<file path="src/rtl/dio_pkg.sv">
package dio_pkg;
    localparam int REG_W  = 8;
    localparam int ADDR_W = 3;

    typedef enum logic [1:0] {
        ST_IN_PIN = 2'd0,
        ST_IN_SIM = 2'd1,
        ST_OUT    = 2'd2
    } chan_state_e;

    localparam logic [ADDR_W-1:0] A_FLAGS    = 3'd0;
    localparam logic [ADDR_W-1:0] A_ENABLE   = 3'd1;
    localparam logic [ADDR_W-1:0] A_MODE     = 3'd2;
    localparam logic [ADDR_W-1:0] A_NOTIFY   = 3'd3;
    localparam logic [ADDR_W-1:0] A_PEND     = 3'd4;
    localparam logic [ADDR_W-1:0] A_ERR_LIVE = 3'd5;
    localparam logic [ADDR_W-1:0] A_ERR_HIST = 3'd6;

    localparam int FLAG_CTL  = 3;
    localparam int FLAG_IN   = 6;
    localparam int FLAG_OUT  = 7;
    localparam int SIM_BIT   = 0;
    localparam int FAULT_BIT = 7;

    localparam int NFLAGS = 3;
    localparam int EV_LSB = 2;

    localparam logic [REG_W-1:0] MODE_OUT_CODE = 8'd2;
endpackage

</file>
<file path="src/rtl/dio_sync.sv">
module dio_sync #(
    parameter int STAGES = 2
) (
    input  logic clk,
    input  logic rst_n,
    input  logic d,
    output logic q
);
    logic [STAGES-1:0] chain_q;

    generate
        if (STAGES == 1) begin : g_one
            always_ff @(posedge clk or negedge rst_n) begin
                if (!rst_n) chain_q <= '0;
                else        chain_q <= d;
            end
        end else begin : g_many
            always_ff @(posedge clk or negedge rst_n) begin
                if (!rst_n) chain_q <= '0;
                else        chain_q <= {chain_q[STAGES-2:0], d};
            end
        end
    endgenerate

    assign q = chain_q[STAGES-1];
endmodule

</file>
<file path="src/rtl/dio_edge.sv">
module dio_edge #(
    parameter  int NFLAGS = 3,
    parameter  int EV_LSB = 2,
    localparam int EV_W   = EV_LSB + 2 * NFLAGS
) (
    input  logic              clk,
    input  logic              rst_n,
    input  logic [NFLAGS-1:0] flags,
    input  logic [EV_W-1:0]   en,
    input  logic              clr_we,
    input  logic [EV_W-1:0]   clr_mask,
    output logic              notify,
    output logic [EV_W-1:0]   pend
);
    logic [NFLAGS-1:0] prev_q;
    logic [EV_W-1:0]   ev;
    logic [EV_W-1:0]   hit;
    logic [EV_W-1:0]   pend_q;
    logic              notify_q;

    // Per flag: falling event on the even bit, rising event on the odd bit
    generate
        for (genvar g = 0; g < NFLAGS; g++) begin : g_flag
            assign ev[EV_LSB + 2*g]     =  prev_q[g] & ~flags[g];
            assign ev[EV_LSB + 2*g + 1] = ~prev_q[g] &  flags[g];
        end
        if (EV_LSB > 0) begin : g_low
            assign ev[EV_LSB-1:0] = '0;
        end
    endgenerate

    assign hit = ev & en;

    always_ff @(posedge clk or negedge rst_n) begin
        if (!rst_n) begin
            prev_q   <= '0;
            notify_q <= 1'b0;
            pend_q   <= '0;
        end else begin
            prev_q   <= flags;
            notify_q <= |hit;
            pend_q   <= (pend_q & ~(clr_we ? clr_mask : '0)) | hit;
        end
    end

    assign notify = notify_q;
    assign pend   = pend_q;

    assert_notify_cause_R8: assert property (@(posedge clk) disable iff (!rst_n)
        notify |-> $past(|hit));

    assert_w1c_clears_R9: assert property (@(posedge clk) disable iff (!rst_n)
        clr_we |=> ((pend & $past(clr_mask & ~hit)) == '0));

    assert_pend_sticky_R9: assert property (@(posedge clk) disable iff (!rst_n)
        !clr_we |=> ((pend & $past(pend)) == $past(pend)));
endmodule

</file>
<file path="src/rtl/dio_err.sv">
module dio_err #(
    parameter int W         = 8,
    parameter int FAULT_BIT = 7
) (
    input  logic         clk,
    input  logic         rst_n,
    input  logic [W-1:0] err_in,
    input  logic         hist_clr,
    output logic [W-1:0] live,
    output logic [W-1:0] hist,
    output logic [W-1:0] live_view,
    output logic [W-1:0] hist_view
);
    localparam logic [W-1:0] FAULT_ONLY = W'(1) << FAULT_BIT;

    logic [W-1:0] live_q;
    logic [W-1:0] hist_q;

    always_ff @(posedge clk or negedge rst_n) begin
        if (!rst_n) begin
            live_q <= '0;
            hist_q <= '0;
        end else begin
            live_q <= err_in;
            // a present error wins over the clear, so nothing is lost
            hist_q <= (hist_clr ? '0 : hist_q) | err_in;
        end
    end

    assign live      = live_q;
    assign hist      = hist_q;
    assign live_view = live_q[FAULT_BIT] ? FAULT_ONLY : live_q;
    assign hist_view = hist_q[FAULT_BIT] ? FAULT_ONLY : hist_q;

    assert_live_copy_R10: assert property (@(posedge clk) disable iff (!rst_n)
        1'b1 |=> (live == $past(err_in)));

    assert_hist_set_R11: assert property (@(posedge clk) disable iff (!rst_n)
        (err_in != '0) |=> ((hist & $past(err_in)) == $past(err_in)));

    assert_hist_keep_R11: assert property (@(posedge clk) disable iff (!rst_n)
        !hist_clr |=> ((hist & $past(hist)) == $past(hist)));
endmodule

</file>
<file path="src/rtl/dio_channel.sv">
module dio_channel
    import dio_pkg::*;
#(
    parameter int SYNC_STAGES = 2
) (
    input  logic              clk,
    input  logic              rst_n,
    input  logic [ADDR_W-1:0] bus_addr,
    input  logic              bus_wr,
    input  logic              bus_rd,
    input  logic [REG_W-1:0]  bus_wdata,
    output logic [REG_W-1:0]  bus_rdata,
    input  logic              pin_in,
    output logic              pin_out,
    input  logic [REG_W-1:0]  fault_in,
    output logic              notify
);
    localparam int EV_W = EV_LSB + 2 * NFLAGS;
    localparam logic [REG_W-1:0] EV_MASK = ~((REG_W'(1) << EV_LSB) - REG_W'(1));

    chan_state_e state_q, state_d;

    logic             sim_en_q;
    logic             sim_val_q;
    logic             out_q;
    logic [EV_W-1:0]  nen_q;
    logic             pin_s;
    logic             in_flag, ctl_flag;
    logic [NFLAGS-1:0] flag_vec;
    logic [EV_W-1:0]  pend;
    logic [REG_W-1:0] err_live, err_hist, err_live_view, err_hist_view;
    logic [REG_W-1:0] flags_rd, rd_mux, rdata_q;

    logic wr_flags, wr_enable, wr_mode, wr_notify, wr_pend, rd_hist, mode_is_out;

    assign wr_flags    = bus_wr && (bus_addr == A_FLAGS);
    assign wr_enable   = bus_wr && (bus_addr == A_ENABLE);
    assign wr_mode     = bus_wr && (bus_addr == A_MODE);
    assign wr_notify   = bus_wr && (bus_addr == A_NOTIFY);
    assign wr_pend     = bus_wr && (bus_addr == A_PEND);
    assign rd_hist     = bus_rd && (bus_addr == A_ERR_HIST);
    assign mode_is_out = (bus_wdata == MODE_OUT_CODE);

    dio_sync #(.STAGES(SYNC_STAGES)) u_sync (
        .clk (clk),
        .rst_n (rst_n),
        .d (pin_in),
        .q (pin_s)
    );

    // State register
    always_ff @(posedge clk or negedge rst_n) begin
        if (!rst_n) state_q <= ST_IN_PIN;
        else        state_q <= state_d;
    end

    // Next state: T_TO_OUT, T_TO_IN, T_SIM_ON, T_SIM_OFF
    always_comb begin
        state_d = state_q;
        unique case (state_q)
            ST_IN_PIN: begin
                if (wr_mode && mode_is_out)             state_d = ST_OUT;
                else if (wr_enable && bus_wdata[SIM_BIT]) state_d = ST_IN_SIM;
            end
            ST_IN_SIM: begin
                if (wr_mode && mode_is_out)              state_d = ST_OUT;
                else if (wr_enable && !bus_wdata[SIM_BIT]) state_d = ST_IN_PIN;
            end
            ST_OUT: begin
                if (wr_mode && !mode_is_out)
                    state_d = sim_en_q ? ST_IN_SIM : ST_IN_PIN;
            end
            default: state_d = ST_IN_PIN;
        endcase
    end

    // Host-visible registers
    always_ff @(posedge clk or negedge rst_n) begin
        if (!rst_n) begin
            sim_en_q  <= 1'b0;
            sim_val_q <= 1'b0;
            out_q     <= 1'b0;
            nen_q     <= '0;
        end else begin
            if (wr_enable) sim_en_q <= bus_wdata[SIM_BIT];
            if (wr_notify) nen_q    <= bus_wdata[EV_W-1:0] & EV_MASK[EV_W-1:0];
            if (state_q == ST_IN_SIM && wr_flags) sim_val_q <= bus_wdata[FLAG_IN];
            if (state_d != ST_OUT)
                out_q <= 1'b0;
            else if (state_q == ST_OUT && wr_flags)
                out_q <= bus_wdata[FLAG_OUT];
        end
    end

    // Flag outputs per state
    always_comb begin
        unique case (state_q)
            ST_IN_PIN: in_flag = pin_s;
            ST_IN_SIM: in_flag = sim_val_q;
            ST_OUT:    in_flag = out_q;
            default:   in_flag = 1'b0;
        endcase
        ctl_flag = in_flag;
    end

    assign flag_vec = {out_q, in_flag, ctl_flag};
    assign pin_out  = out_q;

    dio_edge #(.NFLAGS(NFLAGS), .EV_LSB(EV_LSB)) u_edge (
        .clk (clk),
        .rst_n (rst_n),
        .flags (flag_vec),
        .en (nen_q),
        .clr_we (wr_pend),
        .clr_mask (bus_wdata[EV_W-1:0]),
        .notify (notify),
        .pend (pend)
    );

    dio_err #(.W(REG_W), .FAULT_BIT(FAULT_BIT)) u_err (
        .clk (clk),
        .rst_n (rst_n),
        .err_in (fault_in),
        .hist_clr (rd_hist),
        .live (err_live),
        .hist (err_hist),
        .live_view (err_live_view),
        .hist_view (err_hist_view)
    );

    // Read path
    always_comb begin
        flags_rd           = '0;
        flags_rd[FLAG_OUT] = out_q;
        flags_rd[FLAG_IN]  = in_flag;
        flags_rd[FLAG_CTL] = ctl_flag;
        unique case (bus_addr)
            A_FLAGS:    rd_mux = flags_rd;
            A_ENABLE:   rd_mux = REG_W'(sim_en_q);
            A_MODE:     rd_mux = (state_q == ST_OUT) ? MODE_OUT_CODE : '0;
            A_NOTIFY:   rd_mux = REG_W'(nen_q);
            A_PEND:     rd_mux = REG_W'(pend);
            A_ERR_LIVE: rd_mux = err_live_view;
            A_ERR_HIST: rd_mux = err_hist_view;
            default:    rd_mux = '0;
        endcase
    end

    always_ff @(posedge clk or negedge rst_n) begin
        if (!rst_n) rdata_q <= '0;
        else        rdata_q <= bus_rd ? rd_mux : '0;
    end

    assign bus_rdata = rdata_q;

    assert_out_idle_R5: assert property (@(posedge clk) disable iff (!rst_n)
        (state_q != ST_OUT) |-> !pin_out);

    assert_out_by_host_R5: assert property (@(posedge clk) disable iff (!rst_n)
        $rose(pin_out) |-> $past(wr_flags && bus_wdata[FLAG_OUT]));

    assert_mode_code_R2: assert property (@(posedge clk) disable iff (!rst_n)
        (bus_rd && bus_addr == A_MODE) |=> (bus_rdata == '0 || bus_rdata == MODE_OUT_CODE));

    assert_fault_mask_R12: assert property (@(posedge clk) disable iff (!rst_n)
        (bus_rd && bus_addr == A_ERR_LIVE && err_live[FAULT_BIT]) |=> (bus_rdata == 8'h80));

    assert_hist_fault_mask_R12: assert property (@(posedge clk) disable iff (!rst_n)
        (rd_hist && err_hist[FAULT_BIT]) |=> (bus_rdata == 8'h80));

    assert_sim_hold_R6: assert property (@(posedge clk) disable iff (!rst_n)
        (state_q == ST_IN_SIM && state_d == ST_IN_SIM && !wr_flags) |=> $stable(in_flag));
endmodule

</file>
<file path="config.mk">
export PLATFORM = sky130hd
export DESIGN_NAME = dio_channel
export DESIGN_NICKNAME = d
export VERILOG_FILES = /design/src/rtl/dio_pkg.sv /design/src/rtl/dio_sync.sv /design/src/rtl/dio_edge.sv /design/src/rtl/dio_err.sv /design/src/rtl/dio_channel.sv
export SDC_FILE = /design/constraint.sdc
export NUM_CORES = 1
export LEC_CHECK = 0
export ABC_CLOCK_PERIOD_IN_PS = 1700
export BUFFER_PORTS_ARGS = -buffer_cell sky130_fd_sc_hd__buf_2
export CORE_UTILIZATION = 55
export DETAILED_ROUTE_END_ITERATION = 6
export GPL_TIMING_DRIVEN = 1
export PLACE_DENSITY = 0.89
export SYNTH_ARGS = -nofsm -noshare
export SYNTH_HDL_FRONTEND = slang
export SYNTH_SLANG_ARGS = --single-unit
</file>
<file path="constraint.sdc">
create_clock -name clk -period 1.7 [get_ports clk]
set_input_delay 0.34 -clock clk [delete_from_list [all_inputs] [get_ports clk]]
set_output_delay 0.34 -clock clk [all_outputs]
set_load 0.01 [all_outputs]
</file>
=== After elaboration in Yosys (flattened, before gate mapping) ===
Cells that the tools add are included.

* Register bits after elaboration: 49
* Word-level logic and storage cells: 73
* Output and inout bits: 10
* Input bits: 24

* Bitwise gates (word level): 16
* Reductions and logical operators: 18
* Muxes and demuxes: 17
* Equality and inequality tests: 10

{| class="wikitable"
|+ Operators with widths
! kind !! count
|-
| 8-bit one-hot mux with 7 select lines || 1
|-
| 8-bit two-way mux || 5
|-
| 8-bit AND || 2
|-
| 8-bit bitwise OR || 2
|-
| 1-bit logical AND || 12
|-
| 2-bit two-way mux || 6
|-
| 3-bit == test (second input constant) || 3
|-
| 8-bit by 2-bit == test with 1-bit output (second input constant) || 1
|-
| 8-bit NOT || 1
|-
| 8-bit OR reduction || 1
|-
| 1-bit AND || 6
|-
| 3-bit by 2-bit == test with 1-bit output (second input constant) || 2
|-
| 2-bit one-hot mux with 3 select lines || 1
|-
| 1-bit NOT || 5
|-
| 3-bit by 1-bit == test with 1-bit output (second input constant) || 1
|-
| 3-bit zero test || 1
|-
| 1-bit two-way mux || 3
|-
| 1-bit one-hot mux with 3 select lines || 1
|-
| 2-bit by 1-bit == test with 1-bit output (second input constant) || 1
|-
| 2-bit == test (second input constant) || 1
|-
| 1-bit zero test || 2
|-
| 2-bit zero test || 1
|-
| 2-bit != test (second input constant) || 1
|-
| 2-bit nonzero test || 1
|}

=== Logic depth before layout (Yosys ltp) ===
Gate-level depths: netlist of the first run.

* Word-level depth: 8
* Mapped depth: 6
* Mapped depth without buffers: 4

=== Cells and area by module ===
From an unflattened synthesis of the first run, not the netlist that was laid out.

* Cell total of the unflattened synthesis: 194
* Area, all modules: 2,180.8 um^2

{| class="wikitable"
|+ Modules (own cells, without submodules)
! module !! cells an instance !! times used !! area each (um^2) !! seq. area each (um^2)
|-
| dio_channel || 109 || 1 || 1,122.3 || 475.5
|-
| dio_err || 41 || 1 || 566.8 || 400.4
|-
| dio_edge || 42 || 1 || 441.7 || 300.3
|-
| dio_sync || 2 || 1 || 50.0 || 50.0
|}

=== Least setup slack after synthesis of the first run ===
OpenSTA, ideal clock, no wires.

* Kind: reg2reg
* Start point: register out_q (netlist: pin_out)
* End point: register rdata_q[3] (netlist: bus_rdata[3])
* Setup slack: 0.360 ns
* Cell stages (with the launch flop): 5
* Arrival: 1.258 ns
* Required time: 1.618 ns
* Cells stage by stage: dfrtp_1 mux2i_1 a2bb2oi_2 or4_4 a31oi_1

* Longest elaborated chain between the ends: 3

{| class="wikitable"
|+ Ends and longest elaborated chain
! element !! RTL line !! RTL
|-
| start: declaration || dio_channel.sv:25 || <nowiki>logic out_q;</nowiki>
|-
| start signal: assignment || dio_channel.sv:91 || <nowiki>out_q <= bus_wdata[FLAG_OUT];</nowiki>
|-
| 1-bit one-hot mux with 3 select lines || dio_channel.sv:97 || <nowiki>unique case (state_q)</nowiki>
|-
| 8-bit one-hot mux with 7 select lines || dio_channel.sv:137 || <nowiki>unique case (bus_addr)</nowiki>
|-
| 8-bit two-way mux || dio_channel.sv:151 || <nowiki>else rdata_q <= bus_rd ? rd_mux : '0;</nowiki>
|-
| end signal: assignment || dio_channel.sv:151 ||
|-
| end: declaration || dio_channel.sv:32 || <nowiki>logic [REG_W-1:0] flags_rd, rd_mux, rdata_q;</nowiki>
|}

Every way passes these cells.
A chain may end at the register's enable or synchronous reset.

=== Worst setup path in the final report of the first run ===
* Start point: register state_q[0]
* End point: register rdata_q[6] (netlist: bus_rdata[6])

* Longest elaborated chain between the ends: 4

{| class="wikitable"
|+ Ends and longest elaborated chain
! element !! RTL line !! RTL
|-
| start: declaration || dio_channel.sv:21 || <nowiki>chan_state_e state_q, state_d;</nowiki>
|-
| start signal: assignment || dio_channel.sv:54 || <nowiki>else state_q <= state_d;</nowiki>
|-
| 2-bit == test, or another cell as far along || dio_channel.sv:97 ||
|-
| 1-bit one-hot mux with 3 select lines (*) || dio_channel.sv:97 ||
|-
| 8-bit one-hot mux with 7 select lines (*) || dio_channel.sv:137 ||
|-
| 8-bit two-way mux (*) || dio_channel.sv:151 ||
|}

Mark *: on every way between the ends. The rest lies on a longest branch, timed or not.

==> impl_metrics.ini, run 1 <==
[timing]
slew_headroom_pct = 61.0
rsz0062_at_grt = false
fmax_ghz = 0.672
tightestPinTransition_ps = 585
skew_ps = 5.23
hold_violations = 0
setup_viol = 0
finalSetupTns_ps = 0
period_needed_ps = 1490
setup_slack_ps = 211
fin_crit_sh_pct = 87.6
slew_viol_final = 0

[global_routing]
grt_util_met1_pct = 30.9
grt_overflow = 0
grt_max_degree = 49
grt_pass1_vias = 1459
use_met2_pct = 37.2
grt.total_usage_pct = 23.4
busiest_layer = met2
antenna_found_initial = 0
use_met3_pct = 4.20
grt_pass1_wl_um = 6880

[logic_synthesis]
ys_warn_count = 0
synth_largest_area_cell = dfrtp_1
synth_nets = 191
syn_area_um2 = 2030
avgSynthCellArea_um2 = 12.1
synth_flop_cell = dfrtp_1
synth_edf_count = 0
yosysTopAreaCellShare_pct = 59.3
synth-seq-area-share_pct = 59.3
ys_ff_latch = 48
synthDistinctLibCells = 41
syn_inst = 167
async_reset_ff_share_pct = 100
yosys-top-cells-area = dfrtp_1, mux2_1, a21o_1

[worst_setup_path]
endpoint_kind = register
cpLargestDelayFamily = simple AND/OR/NAND/NOR gates
max_stage_delay_ps = 450
criticalPathCategory = reg -> reg
crit_slowest_cell = or4_4
path_buf_inv = 0
cp_cell_sequence = nor2b_1, a2bb2oi_2, or4_4, a31oi_1
critPathMaxFanout = 7
worstPathArrival_ps = 1700
cp.required_ps = 1920
startpoint_type = register

[cts]
cts_setup_buffers = 0
clk_path_buf_depth = 2
cts_tree = built
cts-root-buf = clkbuf_8
clk_latency_ps = 290
clkTransAtPathRegs_ps = 90
cts-htree-levels = 2
clkSinkCount = 48
cts_resized = 0
hold_buffers = 0
cts_buffers = 5

[die]
io_pins = 34
fp.dieH_um = 62.7
coreArea_um2 = 3440
dieArea_um2 = 3930
row_count = 21
initial_core_util_pct = 58.9
die_x_um = 62.7

[placed_design]
dpl_cell_area_um2 = 2230
place_hpwl_um = 3060
portBuffers = 33
dpl.cell_count = 242
dp_slack_ps = 67.9
gp_congestion = 0.863

[finish]
diodes = 0
num-nets-final = 227
area_growth_pct = 14.8
drive_above_1_share_pct = 22.7
fin_cells = 249
nFillCells = 248
fin_area_um2 = 2330
utilization_pct = 67.6

[route]
wl_per_cell_um = 16.9
ant_nets = 0
dr.pass1.iters = 4
routed_wl_um = 4200
route.vias.total = 1487
drc_errors = 0
routed_via_density = 5.97
drt-initial-drc-count = 215

[pwr]
p_per_area_nw_per_um2 = 1110
ir_drop_v = 0.000727
p_leak_nw = 1.06

[status]
status = finished clean

[min_path]
hp-class = in -> async

[run]
drv_cap = 0
[synthesized netlist by cell type, types with 2 or more instances]
library cell,n
nand2_1,14
dfrtp_1,48
and4bb_1,2
and3b_1,2
o22a_1,2
inv_1,2
a32oi_1,2
a22oi_1,7
nor2_1,9
clkbuf_1,2
a31oi_1,2
a21boi_0,2
a21oi_1,9
buf_2,3
a22o_1,2
and2b_1,3
nor2b_1,8
a32o_1,2
a21o_1,10
nand3_1,3
nand2b_1,4
mux2i_1,3
mux2_1,8
[metal layers]
metal  vias up  share of wire (%)
met5         -                  0
met2        55                 50
li1        676                  -
met4         0                1.2
met3         6                5.5
met1       750                 43
[area by class of cell]
cell class | count | area [um2] | area share, %
clock buffer | 6 | 82.6 | 3.55
multi-input combinational | 111 | 788 | 33.9
sequential | 48 | 1200 | 51.6
clock inverter | 1 | 8.76 | 0.377
timing repair buffer | 35 | 180 | 7.75
tap | 46 | 57.6 | 2.47
inverter | 2 | 7.51 | 0.323
[sequential cells by signal, indices dropped and copies added, names as in the netlist]
| name | cells |
|---|---|
| bus_rdata | 8 |
| u_edge.prev_q | 2 |
| u_edge.notify | 1 |
| u_err.hist | 8 |
| state_q | 2 |
| sim_val_q | 1 |
| u_sync.chain_q | 2 |
| sim_en_q | 1 |
| nen_q | 6 |
| u_err.live | 8 |
| u_edge.pend | 8 |
| pin_out | 1 |
[cell usage in the layout, fill, tap and decap left out, types with 2 or more instances in the layout]
| cell | netlist | final |
|---|---|---|
| clkbuf_8 | 0 | 6 |
| mux2i_1 | 3 | 3 |
| nand3_1 | 3 | 3 |
| and3b_1 | 2 | 2 |
| nor2b_1 | 8 | 8 |
| a21boi_0 | 2 | 2 |
| a21o_1 | 10 | 10 |
| nor2_1 | 9 | 9 |
| inv_1 | 2 | 2 |
| a21oi_1 | 9 | 9 |
| dfrtp_1 | 48 | 48 |
| a32o_1 | 2 | 2 |
| and2b_1 | 3 | 3 |
| a32oi_1 | 2 | 2 |
| a22oi_1 | 7 | 7 |
| o22a_1 | 2 | 2 |
| a22o_1 | 2 | 2 |
| and4bb_1 | 2 | 2 |
| buf_4 | 1 | 2 |
| a31oi_1 | 2 | 2 |
| nand2b_1 | 4 | 4 |
| buf_2 | 3 | 33 |
| mux2_1 | 8 | 8 |
| nand2_1 | 14 | 14 |
[worst paths after layout]
path	to	startpoint	slack [ps]	cells after the start
worst min-delay path	sim_en_q	rst_n	120	2
max in group asynchronous	nen_q[2]	rst_n	1180	2
worst max register to register	bus_rdata[6]	state_q[0]	210	4
min in group clk	u_sync.chain_q[0]	pin_in	150	1
worst min register to register	u_sync.chain_q[1]	u_sync.chain_q[0]	350	0
worst max-delay path	bus_rdata[6]	state_q[0]	210	4
[logic make-up after synthesis]
| kind of cell | after synthesis | share of synthesized area [%] |
|---|---|---|
| buffers and inverters | 8 | 1.85 |
| AOI/OAI and AO/OA | 46 | 16.9 |
| DFF | 48 | 59.3 |
| and+or+nand+nor | 54 | 16.1 |
| muxes | 11 | 5.93 |
[metrics by stage]
step | hold slack (ps) | total power, W
after floorplan | 44.4 | 0.00174
after global placement | 333 | 0.00189
after detailed placement | 336 | 0.00192
after CTS | 134 | 0.00261
after global routing | 138 | 0.00270
final | 123 | 0.00258
[where the power goes]
part / internal, W / total, W / switching (W)
clock network: 0.000324 / 0.000683 / 0.000359
registers: 0.00131 / 0.00144 / 0.000127
logic: 0.000233 / 0.000462 / 0.000229
total: 0.00187 / 0.00258 / 0.000715
(Power assumes the default switching activity.)
==> run 2, diff against run 1 <==
- CORE_MARGIN: default -> 4
- SETUP_SLACK_MARGIN: default -> 0.4
==> impl_metrics.ini, run 2 (synthesis results as in run 1) <==
[worst_setup_path]
crit_slowest_cell = dfrtp_1
r2r-start = state_q[0]
regToRegSetupSlack_ps = 180
startpoint_type = register
rr_endpoint = bus_rdata[6]
startpoint = state_q[0]
cp.required_ps = 1930
worstPathArrival_ps = 1750
cp_cell_sequence = nor2b_2, a2bb2oi_4, or4_4, a31oi_4
critPathMaxFanout = 7
reg2reg_depth = 4
max_stage_delay_ps = 460
criticalPathCategory = reg -> reg
endpoint_kind = register
endpoint = bus_rdata[6]

[route]
wl_per_cell_um = 18.7
routed_wl_um = 4800
drt-initial-drc-count = 133
dr.pass1.iters = 4
drc_errors = 0
ant_nets = 0
route.vias.total = 1511
routed_via_density = 5.90

[finish]
mostFrequentLayoutCells = dfrtp_1, buf_2, nand2_1, a21o_1, a21oi_1
area_growth_pct = 21.8
final_common_cell = dfrtp_1
utilization_pct = 71.7
diodes = 0
fin_area_um2 = 2470
register_area_um2 = 1200
multi_input_area_um2 = 865
num-nets-final = 233
nFillCells = 244
drive_above_1_share_pct = 31.0

[status]
status = finished clean

[pwr]
ir_drop_v = 0.000852
p_leak_nw = 1.13
p_per_area_nw_per_um2 = 1160

[timing]
rsz0062_at_grt = true
period_needed_ps = 1520
skew_ps = 11.9
fin_crit_sh_pct = 89.3
finalSetupTns_ps = 0
slew_viol_final = 0
fmax_ghz = 0.659
setup_viol = 0
slew_headroom_pct = 75.1
hold_violations = 0
tightestPinTransition_ps = 373

[cts]
clk_latency_ps = 310
clk_path_buf_depth = 2
cts_buffers = 5
clkSinkCount = 48
clkTransAtPathRegs_ps = 90
cts_tree = built
cts-root-buf = clkbuf_8
cts-htree-levels = 2

[die]
fp.dieH_um = 68.7
coreArea_um2 = 3440
io_pins = 34
row_count = 21
die_x_um = 68.7
initial_core_util_pct = 58.9
dieArea_um2 = 4720

[placed_design]
place_hpwl_um = 3320
dpl_cell_area_um2 = 2300
gp_congestion = 0.874
portBuffers = 33

[global_routing]
grt_overflow = 0
grt_max_degree = 25
antenna_found_initial = 0
grt.total_usage_pct = 22.5
grt_pass1_wl_um = 7440
grt_pass1_vias = 1576

[run]
drv_cap = 0

[min_path]
hp-class = in -> reg
==> run 2: cell count changes in the layout (fill, tap and decap cells not counted), sizes merged <==
cell,before,now
bufinv,0,1
buf,35,40
dlygate4sd3,0,1
==> run 2: worst min-delay path by stage <==
stage | cells past startpoint | to | startpoint | slack (ps)
5_1_grt | 1 | u_sync.chain_q[0] | pin_in | 120
2_1_floorplan | 0 | bus_rdata[0] | rst_n | 40
4_1_cts | 1 | u_sync.chain_q[0] | pin_in | 120
3_3_place_gp | 1 | u_edge.notify | rst_n | 130
3_5_place_dp | 1 | u_edge.notify | rst_n | 130
6_report | 1 | u_sync.chain_q[0] | pin_in | 130
==> run 2: power by group <==
part           switching (W)  internal, W  leakage (nW)
Sequential          0.000149      0.00131         0.568
Clock               0.000377     0.000437        0.0552
Combinational       0.000265     0.000314         0.502
==> run 2: per-stage QoR <==
step	setup WS, ps	hold WS, ps	std cells	total power [W]
2_1_floorplan	387	44.4	167	0.00177
4_1_cts	217	125	256	0.00282
5_1_grt	145	122	256	0.00297
6_report	183	127	256	0.00285
3_5_place_dp	176	131	245	0.00197
3_3_place_gp	255	131	245	0.00193
==> run 2: cell type report <==
type,instances,share of cell area [%]
Clock buffer,6,2.94
Tap cell,46,2.33
Inverter,2,0.304
Multi-Input combinational cell,111,35.0
Sequential cell,48,48.8
Timing Repair Buffer,41,9.22
Clock inverter,2,1.42
==> run 2: layer usage <==
layer	up-vias	part of all wire [%]	wire (um)	global-route usage [%]
met3	14	6.5	314	6.97
li1	689	-	-	-
met5	-	0	0	0
met1	749	39	1890	26.7
met4	0	2.3	110	9.98
met2	59	52	2480	37.7
==> run 2: worst max-delay path: cells and delay by family, from the launching register on <==
kind / cells / cell delay, ps
compound gates: 2 / 270
flops: 1 / 460
simple gates: 2 / 710
==> run 2: repair_timing <==
item,in CTS,in global routing
endpoints found under the setup margin,8,13
pin swaps,2,1
hold buffers,1,0
setup buffers,2,0
endpoints found under the hold margin,1,0
gates resized for setup,1,7
gates cloned,0,0
==> run 3, diff against run 2 <==
- ABC_CLOCK_PERIOD_IN_PS: 1700 -> 1400
- clock period: 1.7 -> 1.4 ns (I/O delays scaled with it)
==> impl_metrics.ini, run 3 (synthesis results as in run 1) <==
[pwr]
p_per_area_nw_per_um2 = 1350
netSwitchingFraction_pct = 30.7
ir_drop_v = 0.00107
p_seq_share_pct = 48.1
finalPower_w = 0.00373
p_comb_share_pct = 28.0
power.switching_w = 0.00115
p_clk_share_pct = 23.9
p_leak_nw = 1.27
internal_power_w = 0.00258

[finish]
area_growth_pct = 36.7
fin_cells = 278
fin_area_um2 = 2770
diodes = 0
final_common_cell = dfrtp_1
mostFrequentLayoutCells = dfrtp_1, buf_2, buf_4, nand2_1, a21o_1
num-nets-final = 255
drive_above_1_share_pct = 44.8

[timing]
period_needed_ps = 1550
hold_violations = 13
slew_headroom_pct = 73.3
fin_crit_sh_pct = 110
fmax_ghz = 0.647
rsz0062_at_grt = true
tightestPinTransition_ps = 400
setup_slack_ps = -147
holdWs_ps = -131
slew_viol_final = 0
setup_viol = 6
skew_ps = 12.0

[placed_design]
portBuffers = 33
gp_congestion = 0.925
dpl_cell_area_um2 = 2400
place_hpwl_um = 3590
dpl.cell_count = 254
dp_slack_ps = -69.8

[run]
drv_cap = 0

[route]
routed_wl_um = 6550
drt-initial-drc-count = 197
route.vias.total = 1773
ant_nets = 0
wl_per_cell_um = 23.6
dr.pass1.iters = 4
routed_via_density = 6.38
drc_errors = 0

[cts]
clkTransAtPathRegs_ps = 90
clk_path_buf_depth = 2
cts-htree-levels = 2
clkSinkCount = 48
cts_buffers = 5
clk_latency_ps = 320
cts_tree = built
cts-root-buf = clkbuf_8

[global_routing]
grt_overflow = 0
grt_pass1_wl_um = 9240
grt_pass1_vias = 1783
antenna_found_initial = 0
grt.total_usage_pct = 28.5
grt_max_degree = 24

[status]
status = complete, but fails checks
violations = negative hold slack, negative setup slack

[worst_setup_path]
endpoint_kind = register
criticalPathCategory = reg -> reg
startpoint_type = register
worstPathArrival_ps = 1780
path_buf_inv = 0
crit_slowest_cell = or4_4
cp_cell_sequence = nor2b_2, a2bb2oi_4, or4_4, a31oi_2
cpLargestDelayFamily = simple AND/OR/NAND/NOR gates
cp.required_ps = 1630
max_stage_delay_ps = 440
critPathMaxFanout = 5

[die]
coreArea_um2 = 3440
row_count = 21
initial_core_util_pct = 58.9
die_x_um = 68.7
io_pins = 34
fp.dieH_um = 68.7
dieArea_um2 = 4720

[min_path]
hp-class = in -> async
## run 3: cell count changes in the layout (fill, tap and decap cells not counted), sizes merged
cell,delta
buf,+22
clkbuf,+2
bufinv,-1
clkinv,-1
clkinvlp,+1
dlygate4sd3,-1
## run 3: worst register-to-register path, delay by kind of cell, from the launching register on
kind / cells / cell delay, ps
AO/OA/AOI/OAI: 2 / 300
flip-flops: 1 / 430
AND/OR/NAND/NOR: 2 / 740
## run 3: per-stage QoR
step | hold WS [ps] | util [%] | setup TNS (ps)
5_1_grt | -111 | 80.5 | -655
6_report | -131 | 80.5 | -492
3_5_place_dp | 213 | 69.6 | -409
3_3_place_gp | 197 | 69.6 | -41.4
4_1_cts | -119 | 77.1 | -109
2_1_floorplan | -15.6 | - | 0
## run 3: power by group through the flow
stage          clock, W  combinational, W  sequential [W]
3_3_place_gp          0          0.000647         0.00176
5_1_grt        0.000930           0.00111         0.00180
6_report       0.000891           0.00105         0.00179
2_1_floorplan         0          0.000428         0.00174
3_5_place_dp          0          0.000690         0.00177
4_1_cts        0.000864          0.000905         0.00175
## run 3: area by class of cell
class,count,area [um2]
fillers,184,672
well taps,46,57.6
multi-input cells,111,947
inverters,2,7.51
clock buffers,7,86.3
flip-flops and latches,48,1200
repair buffers,63,462
clock inverters,1,7.51
## run 3: path summary, 6_finish.rpt
| kind | endpoint | slack [ps] | depth (start not counted) | from |
|---|---|---|---|---|
| setup / recovery | bus_rdata[6] | -150 | 4 | state_q[0] |
| hold / removal | sim_en_q | -130 | 1 | rst_n |
| setup reg to reg | bus_rdata[6] | -150 | 4 | state_q[0] |
| hold reg to reg | u_sync.chain_q[1] | 360 | 0 | u_sync.chain_q[0] |
| max in group asynchronous | u_err.hist[2] | 890 | 2 | rst_n |
| min in group clk | u_sync.chain_q[0] | 60 | 1 | pin_in |
## run 3: repair_timing
action                                  in CTS  in global routing
endpoints found under the setup margin      44                 46
hold endpoints to repair                    13                 13
buffers inserted                            12                  4
gates resized for setup                     22                 19
pin swaps                                   12                  9
## run 3: per-layer routing
metal	GRT usage (%)	share of wire, %
met5	0	0
met4	14.4	5.2
met3	9.40	8.7
met2	47.4	49
met1	32.9	37
